==> src/rtl/ctt_pkg.sv <==
package ctt_pkg;
  localparam int unsigned ADDR_W = 6;
  localparam int unsigned DATA_W = 32;

  localparam logic [ADDR_W-1:0] ADR_CTRL     = 6'h00;
  localparam logic [ADDR_W-1:0] ADR_TICK_BUF = 6'h04;
  localparam logic [ADDR_W-1:0] ADR_TICK_CUR = 6'h08;
  localparam logic [ADDR_W-1:0] ADR_IVL_BUF  = 6'h0C;
  localparam logic [ADDR_W-1:0] ADR_IVL_CUR  = 6'h10;
  localparam logic [ADDR_W-1:0] ADR_FREE_BUF = 6'h14;
  localparam logic [ADDR_W-1:0] ADR_FREE_CUR = 6'h18;
  localparam logic [ADDR_W-1:0] ADR_INT_STAT = 6'h1C;
  localparam logic [ADDR_W-1:0] ADR_INT_EN   = 6'h20;
  localparam logic [ADDR_W-1:0] ADR_WR_STAT  = 6'h24;

  localparam int unsigned N_SRC = 2;  // 0: interval stage, 1: free-running

  typedef struct packed {
    logic free_run;
    logic interval;
    logic ivl_run;
    logic tick_run;
  } ctrl_t;
endpackage

==> src/rtl/ctt_cascade.sv <==
module ctt_cascade #(
  parameter int unsigned TICK_W = 32,
  parameter int unsigned IVL_W  = 31
) (
  input  logic              clk_i,
  input  logic              rst_ni,
  input  logic              tick_i,
  input  logic              tick_run_i,
  input  logic              ivl_run_i,
  input  logic              interval_i,
  input  logic [TICK_W-1:0] tick_buf_i,
  input  logic [IVL_W-1:0]  ivl_buf_i,
  input  logic              ivl_load_i,
  input  logic [IVL_W-1:0]  ivl_load_val_i,
  output logic [TICK_W-1:0] tick_cnt_o,
  output logic [IVL_W-1:0]  ivl_cnt_o,
  output logic              ivl_done_o
);
  logic [TICK_W-1:0] tick_q;
  logic [IVL_W-1:0]  ivl_q;
  logic              tick_exp, ivl_step;

  assign tick_exp   = tick_i & tick_run_i & (tick_q == '0);
  assign ivl_step   = tick_exp & ivl_run_i;
  assign ivl_done_o = ivl_step & (ivl_q == '0);

  always_ff @(posedge clk_i or negedge rst_ni) begin
    if (!rst_ni) begin
      tick_q <= '0;
    end else if (tick_i && tick_run_i) begin
      tick_q <= tick_exp ? tick_buf_i : tick_q - 1'b1;
    end
  end

  // manual load beats a same-cycle step
  always_ff @(posedge clk_i or negedge rst_ni) begin
    if (!rst_ni) begin
      ivl_q <= '0;
    end else if (ivl_load_i) begin
      ivl_q <= ivl_load_val_i;
    end else if (ivl_done_o) begin
      if (interval_i) ivl_q <= ivl_buf_i;
    end else if (ivl_step) begin
      ivl_q <= ivl_q - 1'b1;
    end
  end

  assign tick_cnt_o = tick_q;
  assign ivl_cnt_o  = ivl_q;
endmodule

==> src/rtl/ctt_free.sv <==
module ctt_free #(
  parameter int unsigned FREE_W = 32
) (
  input  logic              clk_i,
  input  logic              rst_ni,
  input  logic              tick_i,
  input  logic              run_i,
  input  logic [FREE_W-1:0] buf_i,
  input  logic              load_i,
  input  logic [FREE_W-1:0] load_val_i,
  output logic [FREE_W-1:0] cnt_o,
  output logic              done_o
);
  localparam logic [FREE_W-1:0] ONE = FREE_W'(1);

  logic [FREE_W-1:0] cnt_q;

  assign done_o = tick_i & run_i & (cnt_q == ONE);

  // buffer 0 reloads 0, which wraps: 2^FREE_W ticks per period
  always_ff @(posedge clk_i or negedge rst_ni) begin
    if (!rst_ni) begin
      cnt_q <= '0;
    end else if (load_i) begin
      cnt_q <= load_val_i;
    end else if (tick_i && run_i) begin
      cnt_q <= done_o ? buf_i : cnt_q - 1'b1;
    end
  end

  assign cnt_o = cnt_q;
endmodule

==> src/rtl/ctt_regs.sv <==
module ctt_regs
  import ctt_pkg::*;
#(
  parameter int unsigned TICK_W = 32,
  parameter int unsigned IVL_W  = 31,
  parameter int unsigned FREE_W = 32
) (
  input  logic               clk_i,
  input  logic               rst_ni,
  input  logic               we_i,
  input  logic [ADDR_W-1:0]  addr_i,
  input  logic [DATA_W-1:0]  wdata_i,
  input  logic [TICK_W-1:0]  tick_cnt_i,
  input  logic [IVL_W-1:0]   ivl_cnt_i,
  input  logic [FREE_W-1:0]  free_cnt_i,
  input  logic               ivl_done_i,
  input  logic               free_done_i,
  output ctrl_t              ctrl_o,
  output logic [TICK_W-1:0]  tick_buf_o,
  output logic [IVL_W-1:0]   ivl_buf_o,
  output logic [FREE_W-1:0]  free_buf_o,
  output logic               ivl_load_o,
  output logic               free_load_o,
  output logic [N_SRC-1:0]   stat_o,
  output logic [N_SRC-1:0]   en_o,
  output logic [3:0]         wstat_o,
  output logic [DATA_W-1:0]  rdata_o,
  output logic               irq_o
);
  localparam int unsigned MAN_BIT = DATA_W - 1;

  ctrl_t              ctrl_q;
  logic [TICK_W-1:0]  tick_buf_q;
  logic [IVL_W-1:0]   ivl_buf_q;
  logic [FREE_W-1:0]  free_buf_q;
  logic [N_SRC-1:0]   stat_q, en_q, stat_clr, stat_set;
  logic [3:0]         wstat_q, wstat_set, wstat_clr;
  logic wr_ctrl, wr_tick, wr_ivl, wr_free, wr_stat, wr_en, wr_wstat;

  assign wr_ctrl  = we_i && (addr_i == ADR_CTRL);
  assign wr_tick  = we_i && (addr_i == ADR_TICK_BUF);
  assign wr_ivl   = we_i && (addr_i == ADR_IVL_BUF);
  assign wr_free  = we_i && (addr_i == ADR_FREE_BUF);
  assign wr_stat  = we_i && (addr_i == ADR_INT_STAT);
  assign wr_en    = we_i && (addr_i == ADR_INT_EN);
  assign wr_wstat = we_i && (addr_i == ADR_WR_STAT);

  assign stat_set  = {free_done_i, ivl_done_i};
  assign stat_clr  = wr_stat ? wdata_i[N_SRC-1:0] : '0;
  assign wstat_set = {wr_ctrl, wr_free, wr_ivl, wr_tick};
  assign wstat_clr = wr_wstat ? wdata_i[3:0] : '0;

  always_ff @(posedge clk_i or negedge rst_ni) begin
    if (!rst_ni) begin
      ctrl_q     <= '0;
      tick_buf_q <= '0;
      ivl_buf_q  <= '0;
      free_buf_q <= '0;
      en_q       <= '0;
      stat_q     <= '0;
      wstat_q    <= '0;
    end else begin
      if (wr_ctrl)                             ctrl_q <= ctrl_t'(wdata_i[3:0]);
      else if (ivl_done_i && !ctrl_q.interval) ctrl_q.ivl_run <= 1'b0;
      if (wr_tick) tick_buf_q <= wdata_i[TICK_W-1:0];
      if (wr_ivl)  ivl_buf_q  <= wdata_i[IVL_W-1:0];
      if (wr_free) free_buf_q <= wdata_i[FREE_W-1:0];
      if (wr_en)   en_q       <= wdata_i[N_SRC-1:0];
      stat_q  <= (stat_q & ~stat_clr) | stat_set;
      wstat_q <= (wstat_q & ~wstat_clr) | wstat_set;
    end
  end

  always_comb begin
    irq_o = 1'b0;
    for (int i = 0; i < N_SRC; i++) irq_o = irq_o | (stat_q[i] & en_q[i]);
  end

  always_comb begin
    unique case (addr_i)
      ADR_CTRL:     rdata_o = DATA_W'(ctrl_q);
      ADR_TICK_BUF: rdata_o = DATA_W'(tick_buf_q);
      ADR_TICK_CUR: rdata_o = DATA_W'(tick_cnt_i);
      ADR_IVL_BUF:  rdata_o = DATA_W'(ivl_buf_q);
      ADR_IVL_CUR:  rdata_o = DATA_W'(ivl_cnt_i);
      ADR_FREE_BUF: rdata_o = DATA_W'(free_buf_q);
      ADR_FREE_CUR: rdata_o = DATA_W'(free_cnt_i);
      ADR_INT_STAT: rdata_o = DATA_W'(stat_q);
      ADR_INT_EN:   rdata_o = DATA_W'(en_q);
      ADR_WR_STAT:  rdata_o = DATA_W'(wstat_q);
      default:      rdata_o = '0;
    endcase
  end

  assign ivl_load_o  = wr_ivl && wdata_i[MAN_BIT];
  assign free_load_o = wr_free;
  assign ctrl_o      = ctrl_q;
  assign tick_buf_o  = tick_buf_q;
  assign ivl_buf_o   = ivl_buf_q;
  assign free_buf_o  = free_buf_q;
  assign stat_o      = stat_q;
  assign en_o        = en_q;
  assign wstat_o     = wstat_q;
endmodule

==> src/rtl/core_tick_timer.sv <==
module core_tick_timer
  import ctt_pkg::*;
#(
  parameter int unsigned TICK_W = 32,
  parameter int unsigned IVL_W  = 31,
  parameter int unsigned FREE_W = 32
) (
  input  logic              clk_i,
  input  logic              rst_ni,
  input  logic              tick_i,
  input  logic              we_i,
  input  logic [ADDR_W-1:0] addr_i,
  input  logic [DATA_W-1:0] wdata_i,
  output logic [DATA_W-1:0] rdata_o,
  output logic              irq_o
);
  ctrl_t             ctrl;
  logic [TICK_W-1:0] tick_buf, tick_cnt;
  logic [IVL_W-1:0]  ivl_buf, ivl_cnt;
  logic [FREE_W-1:0] free_buf, free_cnt;
  logic              ivl_load, free_load, ivl_done, free_done;
  logic [N_SRC-1:0]  stat, en;
  logic [3:0]        wstat;

  ctt_regs #(.TICK_W(TICK_W), .IVL_W(IVL_W), .FREE_W(FREE_W)) u_regs (
    .clk_i       (clk_i),
    .rst_ni      (rst_ni),
    .we_i        (we_i),
    .addr_i      (addr_i),
    .wdata_i     (wdata_i),
    .tick_cnt_i  (tick_cnt),
    .ivl_cnt_i   (ivl_cnt),
    .free_cnt_i  (free_cnt),
    .ivl_done_i  (ivl_done),
    .free_done_i (free_done),
    .ctrl_o      (ctrl),
    .tick_buf_o  (tick_buf),
    .ivl_buf_o   (ivl_buf),
    .free_buf_o  (free_buf),
    .ivl_load_o  (ivl_load),
    .free_load_o (free_load),
    .stat_o      (stat),
    .en_o        (en),
    .wstat_o     (wstat),
    .rdata_o     (rdata_o),
    .irq_o       (irq_o)
  );

  ctt_cascade #(.TICK_W(TICK_W), .IVL_W(IVL_W)) u_cascade (
    .clk_i          (clk_i),
    .rst_ni         (rst_ni),
    .tick_i         (tick_i),
    .tick_run_i     (ctrl.tick_run),
    .ivl_run_i      (ctrl.ivl_run),
    .interval_i     (ctrl.interval),
    .tick_buf_i     (tick_buf),
    .ivl_buf_i      (ivl_buf),
    .ivl_load_i     (ivl_load),
    .ivl_load_val_i (wdata_i[IVL_W-1:0]),
    .tick_cnt_o     (tick_cnt),
    .ivl_cnt_o      (ivl_cnt),
    .ivl_done_o     (ivl_done)
  );

  ctt_free #(.FREE_W(FREE_W)) u_free (
    .clk_i      (clk_i),
    .rst_ni     (rst_ni),
    .tick_i     (tick_i),
    .run_i      (ctrl.free_run),
    .buf_i      (free_buf),
    .load_i     (free_load),
    .load_val_i (wdata_i[FREE_W-1:0]),
    .cnt_o      (free_cnt),
    .done_o     (free_done)
  );
endmodule

==> config.mk <==
export PLATFORM = sky130hd
export DESIGN_NAME = core_tick_timer
export DESIGN_NICKNAME = d
export VERILOG_FILES = /design/src/rtl/ctt_pkg.sv /design/src/rtl/ctt_cascade.sv /design/src/rtl/ctt_free.sv /design/src/rtl/ctt_regs.sv /design/src/rtl/core_tick_timer.sv
export SDC_FILE = /design/constraint.sdc
export NUM_CORES = 1
export LEC_CHECK = 0
export BUFFER_PORTS_ARGS = -buffer_cell sky130_fd_sc_hd__buf_2
export CORE_AREA = 2 2 266 163
export CTS_BUF_LIST = sky130_fd_sc_hd__clkbuf_8 sky130_fd_sc_hd__clkbuf_16
export DETAILED_ROUTE_END_ITERATION = 6
export DIE_AREA = 0 0 268 165
export PLACE_DENSITY = 0.55
export SYNTH_ARGS = -nofsm -noshare
export SYNTH_HDL_FRONTEND = slang
export SYNTH_HIERARCHICAL = 1
export SYNTH_SLANG_ARGS = --single-unit
==> constraint.sdc <==
create_clock -name clk_i -period 3.95 [get_ports clk_i]
set_input_delay 0.79 -clock clk_i [delete_from_list [all_inputs] [get_ports clk_i]]
set_output_delay 0.79 -clock clk_i [all_outputs]
set_load 0.1 [all_outputs]
======== Yosys cells after proc, flatten, opt, wreduce, memory -nomap -nowiden ========
Index checks and enable logic that the tools add are counted.
storage, ports and cells
  logic and storage cells ................. 74
  output and inout bits ................... 33
  register bits ........................... 202
  bits of input ports ..................... 42
cells by class
  equality and inequality tests ........... 11
  reductions and logical operators ........ 19
  muxes and demuxes ....................... 13
  bitwise logic cells ..................... 15
  add/sub/neg operators ................... 3
operators by type and width
  operator                                                                 number
  32-bit case mux with 10 select lines                                     1
  32-bit 2-to-1 mux                                                        4
  31-bit 2-to-1 mux                                                        4
  32-bit by 1-bit subtractor with 32-bit output (second input constant)    2
  32-bit by 1-bit equality test with 1-bit output (second input constant)  1
  32-bit logical NOT                                                       1
  31-bit logical NOT                                                       1
  31-bit by 1-bit subtractor with 31-bit output (second input constant)    1
  6-bit by 5-bit equality test with 1-bit output (second input constant)   4
  6-bit by 4-bit equality test with 1-bit output (second input constant)   2
  6-bit equality test (second input constant)                              2
  1-bit logical AND                                                        11
  1-bit bitwise AND                                                        8
  6-bit by 3-bit equality test with 1-bit output (second input constant)   1
  6-bit logical NOT                                                        1
  4-bit bitwise AND                                                        1
  4-bit 2-to-1 mux                                                         1
  4-bit inverter                                                           1
  4-bit bitwise OR                                                         1
  2-bit nonzero test                                                       2
  3-bit != test (second input constant)                                    1
  3-bit nonzero test                                                       1
  2-bit bitwise AND                                                        1
  1-bit 2-to-1 mux                                                         2
  other kinds (6)                                                          6

======== Longest topological paths before layout ========
Gate-level depths: netlist of the first run.
  depth after elaboration ................. 7
  mapped depth ............................ 12
  depth with buffers taken out ............ 10

======== Cells and area by module ========
The synthesis of the first run kept the hierarchy.
by module, submodules not included
  module       area an instance (um^2)  sequential area each (um^2)  instances  cells each
  ctt_regs     5576.6                   2677.6                       1          425
  ctt_cascade  4364.2                   1576.5                       1          511
  ctt_free     2436.1                   800.8                        1          310

======== Least setup slack after synthesis of the first run ========
Ideal clock, no wire load.
  kind .................................... input-to-output
  start point ............................. input port addr_i[5]
  end point ............................... output port rdata_o[23]
  slack ................................... 0.573 ns
  arrival ................................. 2.587 ns
  buffers on the path ..................... 2
  stages .................................. 6
  required time ........................... 3.160 ns
  cells stage by stage .................... buf_2 -> nor4b_4 -> and2_1 -> clkbuf_1 -> a22oi_1 -> nand3_1
between the ends
  word-level cells in the longest chain between the ends .. 2
  elaborated cells on any way between the ends .. 11
  those cells by class .................... eq/ne: 9; mux: 1; reduce/logical: 1
RTL lines
  element                                            RTL line               RTL
  from (decl)                                        core_tick_timer.sv:12  input logic [ADDR_W-1:0] addr_i,
  6-bit equality test, or another cell as far along  ctt_regs.sv:80         unique case (addr_i)
  32-bit case mux with 10 select lines *             ctt_regs.sv:80
  to (decl)                                          core_tick_timer.sv:14  output logic [DATA_W-1:0] rdata_o,
Every way passes the cells marked *; elsewhere a longest branch is shown, timed or not.

======== Final worst setup path of the first run ========
  start point ............................. input port addr_i[1]
  end point ............................... output port rdata_o[9]
The elaborated chain is that of the path after synthesis.

==> impl_metrics.tcl, run 1 <==
set metrics [dict create \
    wl_met1_mm 23.6 \
    finalInstanceArea_um2 14700 \
    drcViolationCount 0 \
    powerDensity_nw_per_um2 485 \
    avgSynthCellArea_um2 9.93 \
    hold_buffers 0 \
    viasPerCell 5.99 \
    cp-end-kind "primary output" \
    drt_wl_total_mm 48.8 \
    clkLatencyLatePin_ns 0.54 \
    hold_class "input port to async pin" \
    leakage_uw 0.00640 \
    postCtsSetupRepairBufs 0 \
    cts.sinks 202 \
    grt_pass1_vias 10700 \
    dr_wl_met2_mm 18.8 \
    period_share_pct 88.7 \
    report.final.hold_viol_count 0 \
    grt_pass1_wl_mm 72.5 \
    htree_levels 1 \
    crit_path_start_kind "input port" \
    setup_violations 0 \
    drt_pass1_iterations 5 \
    hpwl_mm 34.4 \
    dieArea_um2 44200 \
    io_pins 75 \
    critPathMaxFanout 10 \
    die_w_um 268 \
    period_minus_slack_ns 3.50 \
    dr_total_vias 11400 \
    dr.max_layer_used "met4" \
    placed_area_um2 14000 \
    gp_congestion 0.911 \
    vdd_drop_max_mv 0.274 \
    syn_inst 1246 \
    cp_data_arrival_time_ns 2.71 \
    synth_top_area_share_pct 40.8 \
    drive_above_1_share_pct 23.8 \
    synth_enable_flop_cells 0 \
    grtUsageTotal_pct 22.0 \
    timing.max_cap.violations 0 \
    cts_buffer_depth 3 \
    syn-cell-area_um2 12400 \
    clock.fmax_ghz 0.285 \
    area_growth_pct 19.1 \
    synth_cell_type_count 92 \
    slew_headroom_pct 19.3 \
    yosys.area.top_type "dfrtp_1" \
    cts_buffers 22 \
    skew_ns 0.0220 \
    drtIter0Drc 1479 \
    grt_max_degree 86 \
    wl_per_cell_um 25.6 \
    grt_antenna_before_repair 1 \
    start_util_pct 29.8 \
    grt_overflow_total 0 \
    fillers 4143 \
    cts-root-buf "clkbuf_16" \
    antenna_left 0 \
    yosys_warnings 6 \
    rows 58 \
    outcome "finished clean" \
    tightest_slew_ns 1.21 \
    core_area_um2 41600 \
    yosysSeqAreaShare_pct 40.8 \
    cts_tree "built" \
    wl_met3_mm 5.79 \
    clkTransAtPathRegs_ns 0.06 \
    finalMaxSlewViolations 0 \
    worstPathRequired_ns 3.16 \
    final_nets 1367 \
    yosys-top-cells-area "dfrtp_1 (41%), mux2_4 (7.3%), a22oi_1 (5.7%)" \
    yosys_register_bits 202 \
    syn_nets 1292 \
    cts-resized-gates 0 \
    synth_flop_cell "dfrtp_1" \
    setup_tns_ns 0 \
    port_buffers 74 \
    die_y_um 165 \
    path_class "input port to primary output" \
    ys_async_sr_fraction_pct 100 \
    rsz0062_at_grt "false" \
    reg2reg_slack_ns 0.97 \
]
==> cells in the final DEF (no fill, tap or decap), drive strengths merged, types with 5 or more instances in the layout <==
cell     count
a211o        5
a211oi       8
a21oi       67
a22oi       94
a2bb2oi     10
a31oi        7
and2         8
and3        19
and4         6
buf        135
clkbuf      31
dfrtp      202
inv         32
mux2       104
mux2i       22
nand2       85
nand2b       6
nand3       54
nand4       20
nor2        61
nor3        51
nor4        38
nor4b        5
o211ai      10
o21a         5
o21ai       83
o221ai       6
o22ai        6
o311ai       6
o31ai       19
o41ai        7
or3         21
or4          8
xnor2       17
xor2         7
==> through the flow <==
step	std cells	setup slack (ns)	total power (µW)	util, %	hold slack, ns
6_report	1905	0.446	7160	35.5	0.291
5_1_grt	1904	0.395	7460	35.5	0.347
4_1_cts	1904	0.552	7090	35.5	0.315
3_5_place_dp	1867	0.548	4980	33.8	0.462
3_3_place_gp	1867	0.575	4940	33.8	0.461
2_1_floorplan	1246	0.573	4100	-	0.442
==> worst max-delay path: stages <==
cell     delay (ns)
buf_2          0.14
nor4b_4        0.33
and2_1         0.66
buf_4          0.30
a22oi_1        0.13
nand3_1        0.16
buf_12         0.19
==> state kept, by name, summed over array words and instances (netlist names) <==
| name | count |
|---|---|
| u_regs/ctrl_o | 4 |
| u_cascade/tick_cnt_o | 32 |
| u_regs/free_buf_o | 32 |
| u_regs/stat_o | 2 |
| u_regs/ivl_buf_o | 31 |
| u_cascade/ivl_cnt_o | 31 |
| u_regs/tick_buf_o | 32 |
| u_regs/en_o | 2 |
| u_free/cnt_o | 32 |
| u_regs/wstat_o | 4 |
==> kinds of logic (layout without fill, tap and decap cells) <==
kind of cell,after synthesis,count (layout),share of synthesized area [%]
DFF,202,202,40.8
xor gates and xnor gates,24,24,1.70
AOI/OAI and AO/OA,375,375,20.8
muxes,128,128,13.4
and+or+nand+nor,399,399,18.0
other,0,1,0
adders and majority gates,4,4,0.404
buffers and inverters,114,202,4.86
==> worst paths after layout <==
path	end	cells past startpoint	startpoint
setup / recovery	rdata_o[9]	7	addr_i[1]
hold / removal	u_regs/ivl_buf_o[11]	1	rst_ni
setup reg to reg	u_cascade/ivl_cnt_o[15]	9	u_cascade/ivl_cnt_o[0]
hold reg to reg	u_regs/wstat_o[2]	1	u_regs/wstat_o[2]
max in group asynchronous	u_regs/ivl_buf_o[0]	2	rst_ni
min in group clk_i	u_regs/wstat_o[2]	1	u_regs/wstat_o[2]
==> layout make-up <==
type	count	area, µm²	share of cell area (%)
Inverter	29	109	0.738
Multi-Input combinational cell	930	6750	45.8
Antenna cell	1	2.50	0.0170
Tap cell	570	713	4.84
Clock inverter	7	37.5	0.255
Sequential cell	202	5050	34.3
Clock buffer	30	672	4.56
Timing Repair Buffer	136	1410	9.56
==> Yosys cell counts (5+ instances only) <==
cell       number
nand4_1        19
nand3_1        53
dfrtp_1       202
and2_1          7
mux2i_1        22
and4_1          5
or3_1          20
buf_4           8
nor3_1         47
a31oi_1         7
a211oi_1        7
inv_1          27
xnor2_1        17
nor4_1         32
mux2_4         60
o22ai_1         6
o31ai_1        19
buf_2          26
a21oi_1        67
a2bb2oi_1       9
o311ai_1        5
mux2_2         44
o21a_1          5
or4_1           6
o41ai_1         6
o211ai_1       10
clkbuf_1       36
o21ai_0        72
o221ai_1        6
nor2_1         60
o21ai_1        10
a22oi_1        94
and3_1         19
nand2b_1        6
nand2_1        83
a211o_1         5
xor2_1          7
buf_6          13
==> metal layers <==
metal  track usage, %  up-vias
li1                 -     4928
met1             34.6     5755
met2             28.9      660
met3             6.52       61
met4             3.71        0
met5                0        -
==> report_power, final <==
group | leakage, µW | switching (µW) | internal [µW]
sequential | 0.00265 | 615 | 2450
clock | 0.000368 | 930 | 1180
combinational | 0.00338 | 1150 | 830
Power figures use the tool's default switching activity.
==> inputs of run 2 (changes only) <==
--- a/config.mk
+++ b/config.mk
@@ -11,6 +11,7 @@
 export DETAILED_ROUTE_END_ITERATION = 6
 export DIE_AREA = 0 0 268 165
 export PLACE_DENSITY = 0.55
+export REMOVE_ABC_BUFFERS = 1
 export SYNTH_ARGS = -nofsm -noshare
 export SYNTH_HDL_FRONTEND = slang
 export SYNTH_HIERARCHICAL = 1
==> impl_metrics.tcl, run 2 (synthesis gave the netlist of run 1 again) <==
set metrics [dict create \
    outcome "finished clean" \
    cts_buffer_depth 3 \
    path_cells "buf_2 -> nor2b_1 -> and2_1 -> buf_4 -> a22oi_1 -> nand3_1 -> buf_12" \
    start_util_pct 29.8 \
    gp_congestion 0.934 \
    worstPathRequired_ns 3.16 \
    htree_levels 1 \
    area_growth_pct 18.2 \
    slowest_delay_ns 0.41 \
    die_y_um 165 \
    clock.fmax_ghz 0.303 \
    cts-resized-gates 0 \
    cts_tree "built" \
    dieArea_um2 44200 \
    clkLatencyLatePin_ns 0.54 \
    grt_pass1_vias 10700 \
    wl_met1_mm 22.1 \
    clkTransAtPathRegs_ns 0.06 \
    grtUsageTotal_pct 21.9 \
    diodes 0 \
    hpwl_mm 33.9 \
    drt_pass1_iterations 5 \
    grt_antenna_before_repair 0 \
    final_common_cell "dfrtp_1" \
    finalMaxSlewViolations 0 \
    path_class "input port to primary output" \
    reg2reg_from "u_cascade/tick_cnt_o[9]" \
    report.final.hold_viol_count 0 \
    dpl_worst_slack_ns 0.656 \
    grt_pass1_wl_mm 71.9 \
    die_w_um 268 \
    finalPower_uw 7030 \
    crit_start "addr_i[2]" \
    skew_ns 0.0155 \
    hold_buffers 0 \
    period_share_pct 83.6 \
    drt_wl_total_mm 48.8 \
    period_minus_slack_ns 3.30 \
    layout_common_cells "dfrtp_1 (202), a22oi_1 (94), nand2_1 (83), o21ai_0 (72), a21oi_1 (67)" \
    rows 58 \
    rsz0062_at_grt "false" \
    core_area_um2 41600 \
    drive_above_1_share_pct 23.0 \
    slew_headroom_pct 28.7 \
    port_buffers 74 \
    dr.max_layer_used "met4" \
    wl_per_cell_um 25.7 \
    cts_buffers 22 \
    drcViolationCount 0 \
    viasPerCell 6.01 \
    setup_ws_ns 0.647 \
    timing.max_cap.violations 0 \
    dr_total_vias 11400 \
    cp-end-kind "primary output" \
    cp_slowest_cell "buf_4" \
    vdd_drop_max_mv 0.252 \
    postCtsSetupRepairBufs 0 \
    drtIter0Drc 1572 \
    crit_path_start_kind "input port" \
    cts.sinks 202 \
    cp_data_arrival_time_ns 2.51 \
    grt_max_degree 89 \
    hold_class "input port to async pin" \
    leakage_uw 0.00635 \
    critPathMaxFanout 23 \
    io_pins 75 \
    whs_ns 0.309 \
    cts-root-buf "clkbuf_16" \
    dr_wl_met2_mm 18.8 \
    antenna_left 0 \
    wl_met3_mm 6.73 \
    final_nets 1361 \
    grt_overflow_total 0 \
    setup_violations 0 \
    tightest_slew_ns 1.07 \
    powerDensity_nw_per_um2 480 \
]
run 2: cell type report:
cell class	instances	area, µm²
Clock buffer	26	617
Inverter	29	109
Multi-Input combinational cell	930	6740
Sequential cell	202	5050
Fill cell	4233	27000
Tap cell	570	713
Clock inverter	12	50.0
Timing Repair Buffer	130	1340
run 2: through the flow:
step	area, µm²	util, %	TNS (ns)	std cells
global route	14600	35.2	0	1899
detailed placement	14000	33.6	0	1861
finish	14600	35.2	0	1899
global placement	14000	33.6	0	1861
CTS	14600	35.2	0	1899
floorplan	11900	-	-8.04	1161
run 2: where the power goes:
| part | internal [µW] | switching, µW | total [µW] | leakage, µW |
|---|---|---|---|---|
| logic | 846 | 1150 | 2000 | 0.00334 |
| registers | 2450 | 578 | 3030 | 0.00265 |
| clock network | 1100 | 899 | 2000 | 0.000363 |
| total | 4400 | 2630 | 7030 | 0.00635 |
run 2: final timing paths:
| kind | endpoint | slack, ns | cells past startpoint |
|---|---|---|---|
| min in group clk_i | u_regs/wstat_o[0] | 0.51 | 1 |
| max reg2reg | u_cascade/ivl_cnt_o[7] | 0.66 | 7 |
| min | u_regs/ctrl_o[2] | 0.31 | 1 |
| max in group asynchronous | u_cascade/ivl_cnt_o[29] | 2.70 | 2 |
| min reg2reg | u_regs/wstat_o[0] | 0.51 | 1 |
| max | rdata_o[18] | 0.65 | 7 |
run 2: critical path, delay by kind of cell:
| kind | cells | cell delay (ns) |
|---|---|---|
| AOI/OAI and AO/OA | 1 | 0.12 |
| buffers and inverters | 3 | 0.94 |
| and+or+nand+nor | 3 | 0.64 |
run 2: layer usage:
layer | up-vias | GRT usage, %
met1 | 5700 | 32.8
met2 | 713 | 28.9
li1 | 4915 | -
met4 | 0 | 4.82
met5 | - | 0
met3 | 76 | 8.51
==> inputs of run 3 (changes only) <==
--- a/config.mk
+++ b/config.mk
@@ -5,11 +5,12 @@
 export SDC_FILE = /design/constraint.sdc
 export NUM_CORES = 1
 export LEC_CHECK = 0
+export ABC_AREA = 1
 export BUFFER_PORTS_ARGS = -buffer_cell sky130_fd_sc_hd__buf_2
-export CORE_AREA = 2 2 266 163
+export CORE_AREA = 2 2 285 175
 export CTS_BUF_LIST = sky130_fd_sc_hd__clkbuf_8 sky130_fd_sc_hd__clkbuf_16
 export DETAILED_ROUTE_END_ITERATION = 6
-export DIE_AREA = 0 0 268 165
+export DIE_AREA = 0 0 287 177
 export PLACE_DENSITY = 0.55
 export REMOVE_ABC_BUFFERS = 1
 export SYNTH_ARGS = -nofsm -noshare
==> constraint.sdc (replaced) <==
create_clock -name clk_i -period 3.4 [get_ports clk_i]
set_input_delay 0.68 -clock clk_i [delete_from_list [all_inputs] [get_ports clk_i]]
set_output_delay 0.68 -clock clk_i [all_outputs]
set_load 0.1 [all_outputs]
==> impl_metrics.tcl, run 3 <==
set metrics [dict create \
    leakage_uw 0.00871 \
    cp_common_cell "nand2_1" \
    reg2regPathDepth 13 \
    grt_max_degree 85 \
    slew_headroom_pct 40.0 \
    finalInstanceArea_um2 16700 \
    critPathMaxFanout 5 \
    yosysMostFrequentCell "nand2_1" \
    layout_common_cells "nand2_1 (805), nor2_1 (255), inv_1 (224), dfrtp_1 (202), nand3_1 (100)" \
    drcViolationCount 0 \
    rsz0062_at_grt "false" \
    cp_data_arrival_time_ns 2.43 \
    grtUsageTotal_pct 24.2 \
    rows 63 \
    syn_inst 2165 \
    slowest_delay_ns 0.41 \
    drtIter0Drc 1986 \
    grt_pass1_wl_mm 91.1 \
    synthTopCellsByCount "nand2_1 (806), nor2_1 (256), inv_1 (225)" \
    cp_num_cells 9 \
    drive_above_1_share_pct 13.4 \
    setup_tns_ns 0 \
    io_pins 75 \
    cts-resized-gates 0 \
    powerDensity_nw_per_um2 603 \
    clock.fmax_ghz 0.321 \
    timing.max_cap.violations 0 \
    grt_pass1_vias 13700 \
    setup_violations 0 \
    path_cells "buf_2 -> inv_1 -> nand2_1 -> nor2_1 -> nand2_1 -> nor2_1 -> a21oi_1 -> nand2_1 -> buf_12" \
    core_area_um2 48400 \
    cp-end-kind "primary output" \
    port_buffers 74 \
    gp_congestion 0.973 \
    avgSynthCellArea_um2 6.61 \
    stdcell_count 2902 \
    yosys-top-cells-area "dfrtp_1 (35%), nand2_1 (21%), nor2_1 (6.7%)" \
    placed_area_um2 15900 \
    cts_buffer_depth 3 \
    syn-cell-area_um2 14300 \
    cts.sinks 202 \
    antenna_left 0 \
    cts-root-buf "clkbuf_16" \
    viasPerCell 5.15 \
    wl_per_cell_um 21.3 \
    period_share_pct 91.5 \
    report.final.hold_viol_count 0 \
    vdd_drop_max_mv 0.401 \
    cp_slowest_cell "nor2_1" \
    start_util_pct 29.6 \
    critPathTopFamily "simple AND/OR/NAND/NOR gates" \
    final_nets 2281 \
    yosys_warnings 6 \
    die_w_um 287 \
    skew_ns 0.0257 \
    tightest_slew_ns 0.901 \
    crit_path_start_kind "input port" \
    synth_top_area_share_pct 35.3 \
    yosys.area.top_type "dfrtp_1" \
    hpwl_mm 47.5 \
    cts_tree "built" \
    synth_flop_cell "dfrtp_1" \
    htree_levels 1 \
    cts_buffers 23 \
    finalMaxSlewViolations 0 \
    yosys_register_bits 202 \
    final_common_cell "nand2_1" \
    synth_cell_type_count 42 \
    cp_num_buf_inv 3 \
    die_y_um 177 \
    synth_enable_flop_cells 0 \
    clkLatencyLatePin_ns 0.57 \
    grt_overflow_total 0 \
    area_growth_pct 17.0 \
    postLayoutCoreUtil_pct 34.6 \
    ys_async_sr_fraction_pct 100 \
    hold_buffers 0 \
    postCtsSetupRepairBufs 0 \
    worstPathRequired_ns 2.72 \
    yosysSeqAreaShare_pct 35.3 \
    dieArea_um2 50800 \
    period_minus_slack_ns 3.11 \
    drt_pass1_iterations 6 \
    fillers 5278 \
    drt_wl_total_mm 61.9 \
    path_class "input port to primary output" \
    outcome "finished clean" \
    placed_cells 2860 \
    clkTransAtPathRegs_ns 0.07 \
    dr_total_vias 15000 \
    grt_antenna_before_repair 1 \
    hold_class "input port to async pin" \
]
-- run 3: cell types whose count changed in the layout (fill, tap and decap cells not counted), moves of 26 or more --
cell	delta
o21ai_0	+26
nand2_1	+722
nor2_1	+195
inv_1	+189
nand3_1	+47
mux2_4	-60
nor3_1	-40
mux2_2	-44
nor4_1	-32
o21ai_1	+39
xor2_1	+37
a22oi_1	-90
o21ai_2	+44
-- run 3: layout make-up --
cell class	instances	area, µm²	area share [%]
well taps	650	813	4.86
multi-input cells	1641	7830	46.7
clock inverters	13	166	0.994
inverters	240	902	5.39
flip-flops and latches	202	5050	30.2
diodes	1	2.50	0.0149
clock buffers	28	644	3.85
repair buffers	127	1330	7.96
-- run 3: kinds of logic after synthesis --
| kind of cell | share of synthesized area (%) |
|---|---|
| AOI/OAI and AO/OA | 11.7 |
| xor gates and xnor gates | 3.43 |
| adders and majority gates | 0.350 |
| buffers and inverters | 10.0 |
| DFF | 35.3 |
| and+or+nand+nor | 39.2 |
-- run 3: path summary, 6_finish.rpt --
| check | startpoint | endpoint | slack, ns |
|---|---|---|---|
| hold / removal | rst_ni | u_regs/tick_buf_o[14] | 0.15 |
| setup / recovery | addr_i[0] | rdata_o[25] | 0.29 |
| hold reg to reg | u_regs/wstat_o[1] | u_regs/wstat_o[1] | 0.48 |
| setup reg to reg | u_cascade/tick_cnt_o[0] | u_cascade/ivl_cnt_o[13] | 0.55 |
| max in group asynchronous | rst_ni | u_regs/ctrl_o[0] | 2.42 |
| min in group clk_i | wdata_i[16] | u_free/cnt_o[16] | 0.43 |
-- run 3: per-stage QoR --
stage,setup slack (ns),power (µW),hold WS (ns)
2_1_floorplan,-1.01,5850,0.384
3_3_place_gp,0.429,7160,0.458
3_5_place_dp,0.388,7190,0.459
5_1_grt,0.189,10700,0.179
6_report,0.288,10100,0.151
4_1_cts,0.391,10000,0.186
-- run 3: power by group --
part / switching (µW) / internal [µW]
sequential: 706 / 2870
combinational: 2560 / 1170
clock: 1210 / 1590
total: 4480 / 5630
-- run 3: per-layer routing --
layer	part of all wire [%]	global-route usage, %	vias up
li1	-	-	6932
met1	48	37.3	7239
met2	39	33.0	711
met3	11	7.00	68
met4	2.0	4.51	0
met5	0	0	-
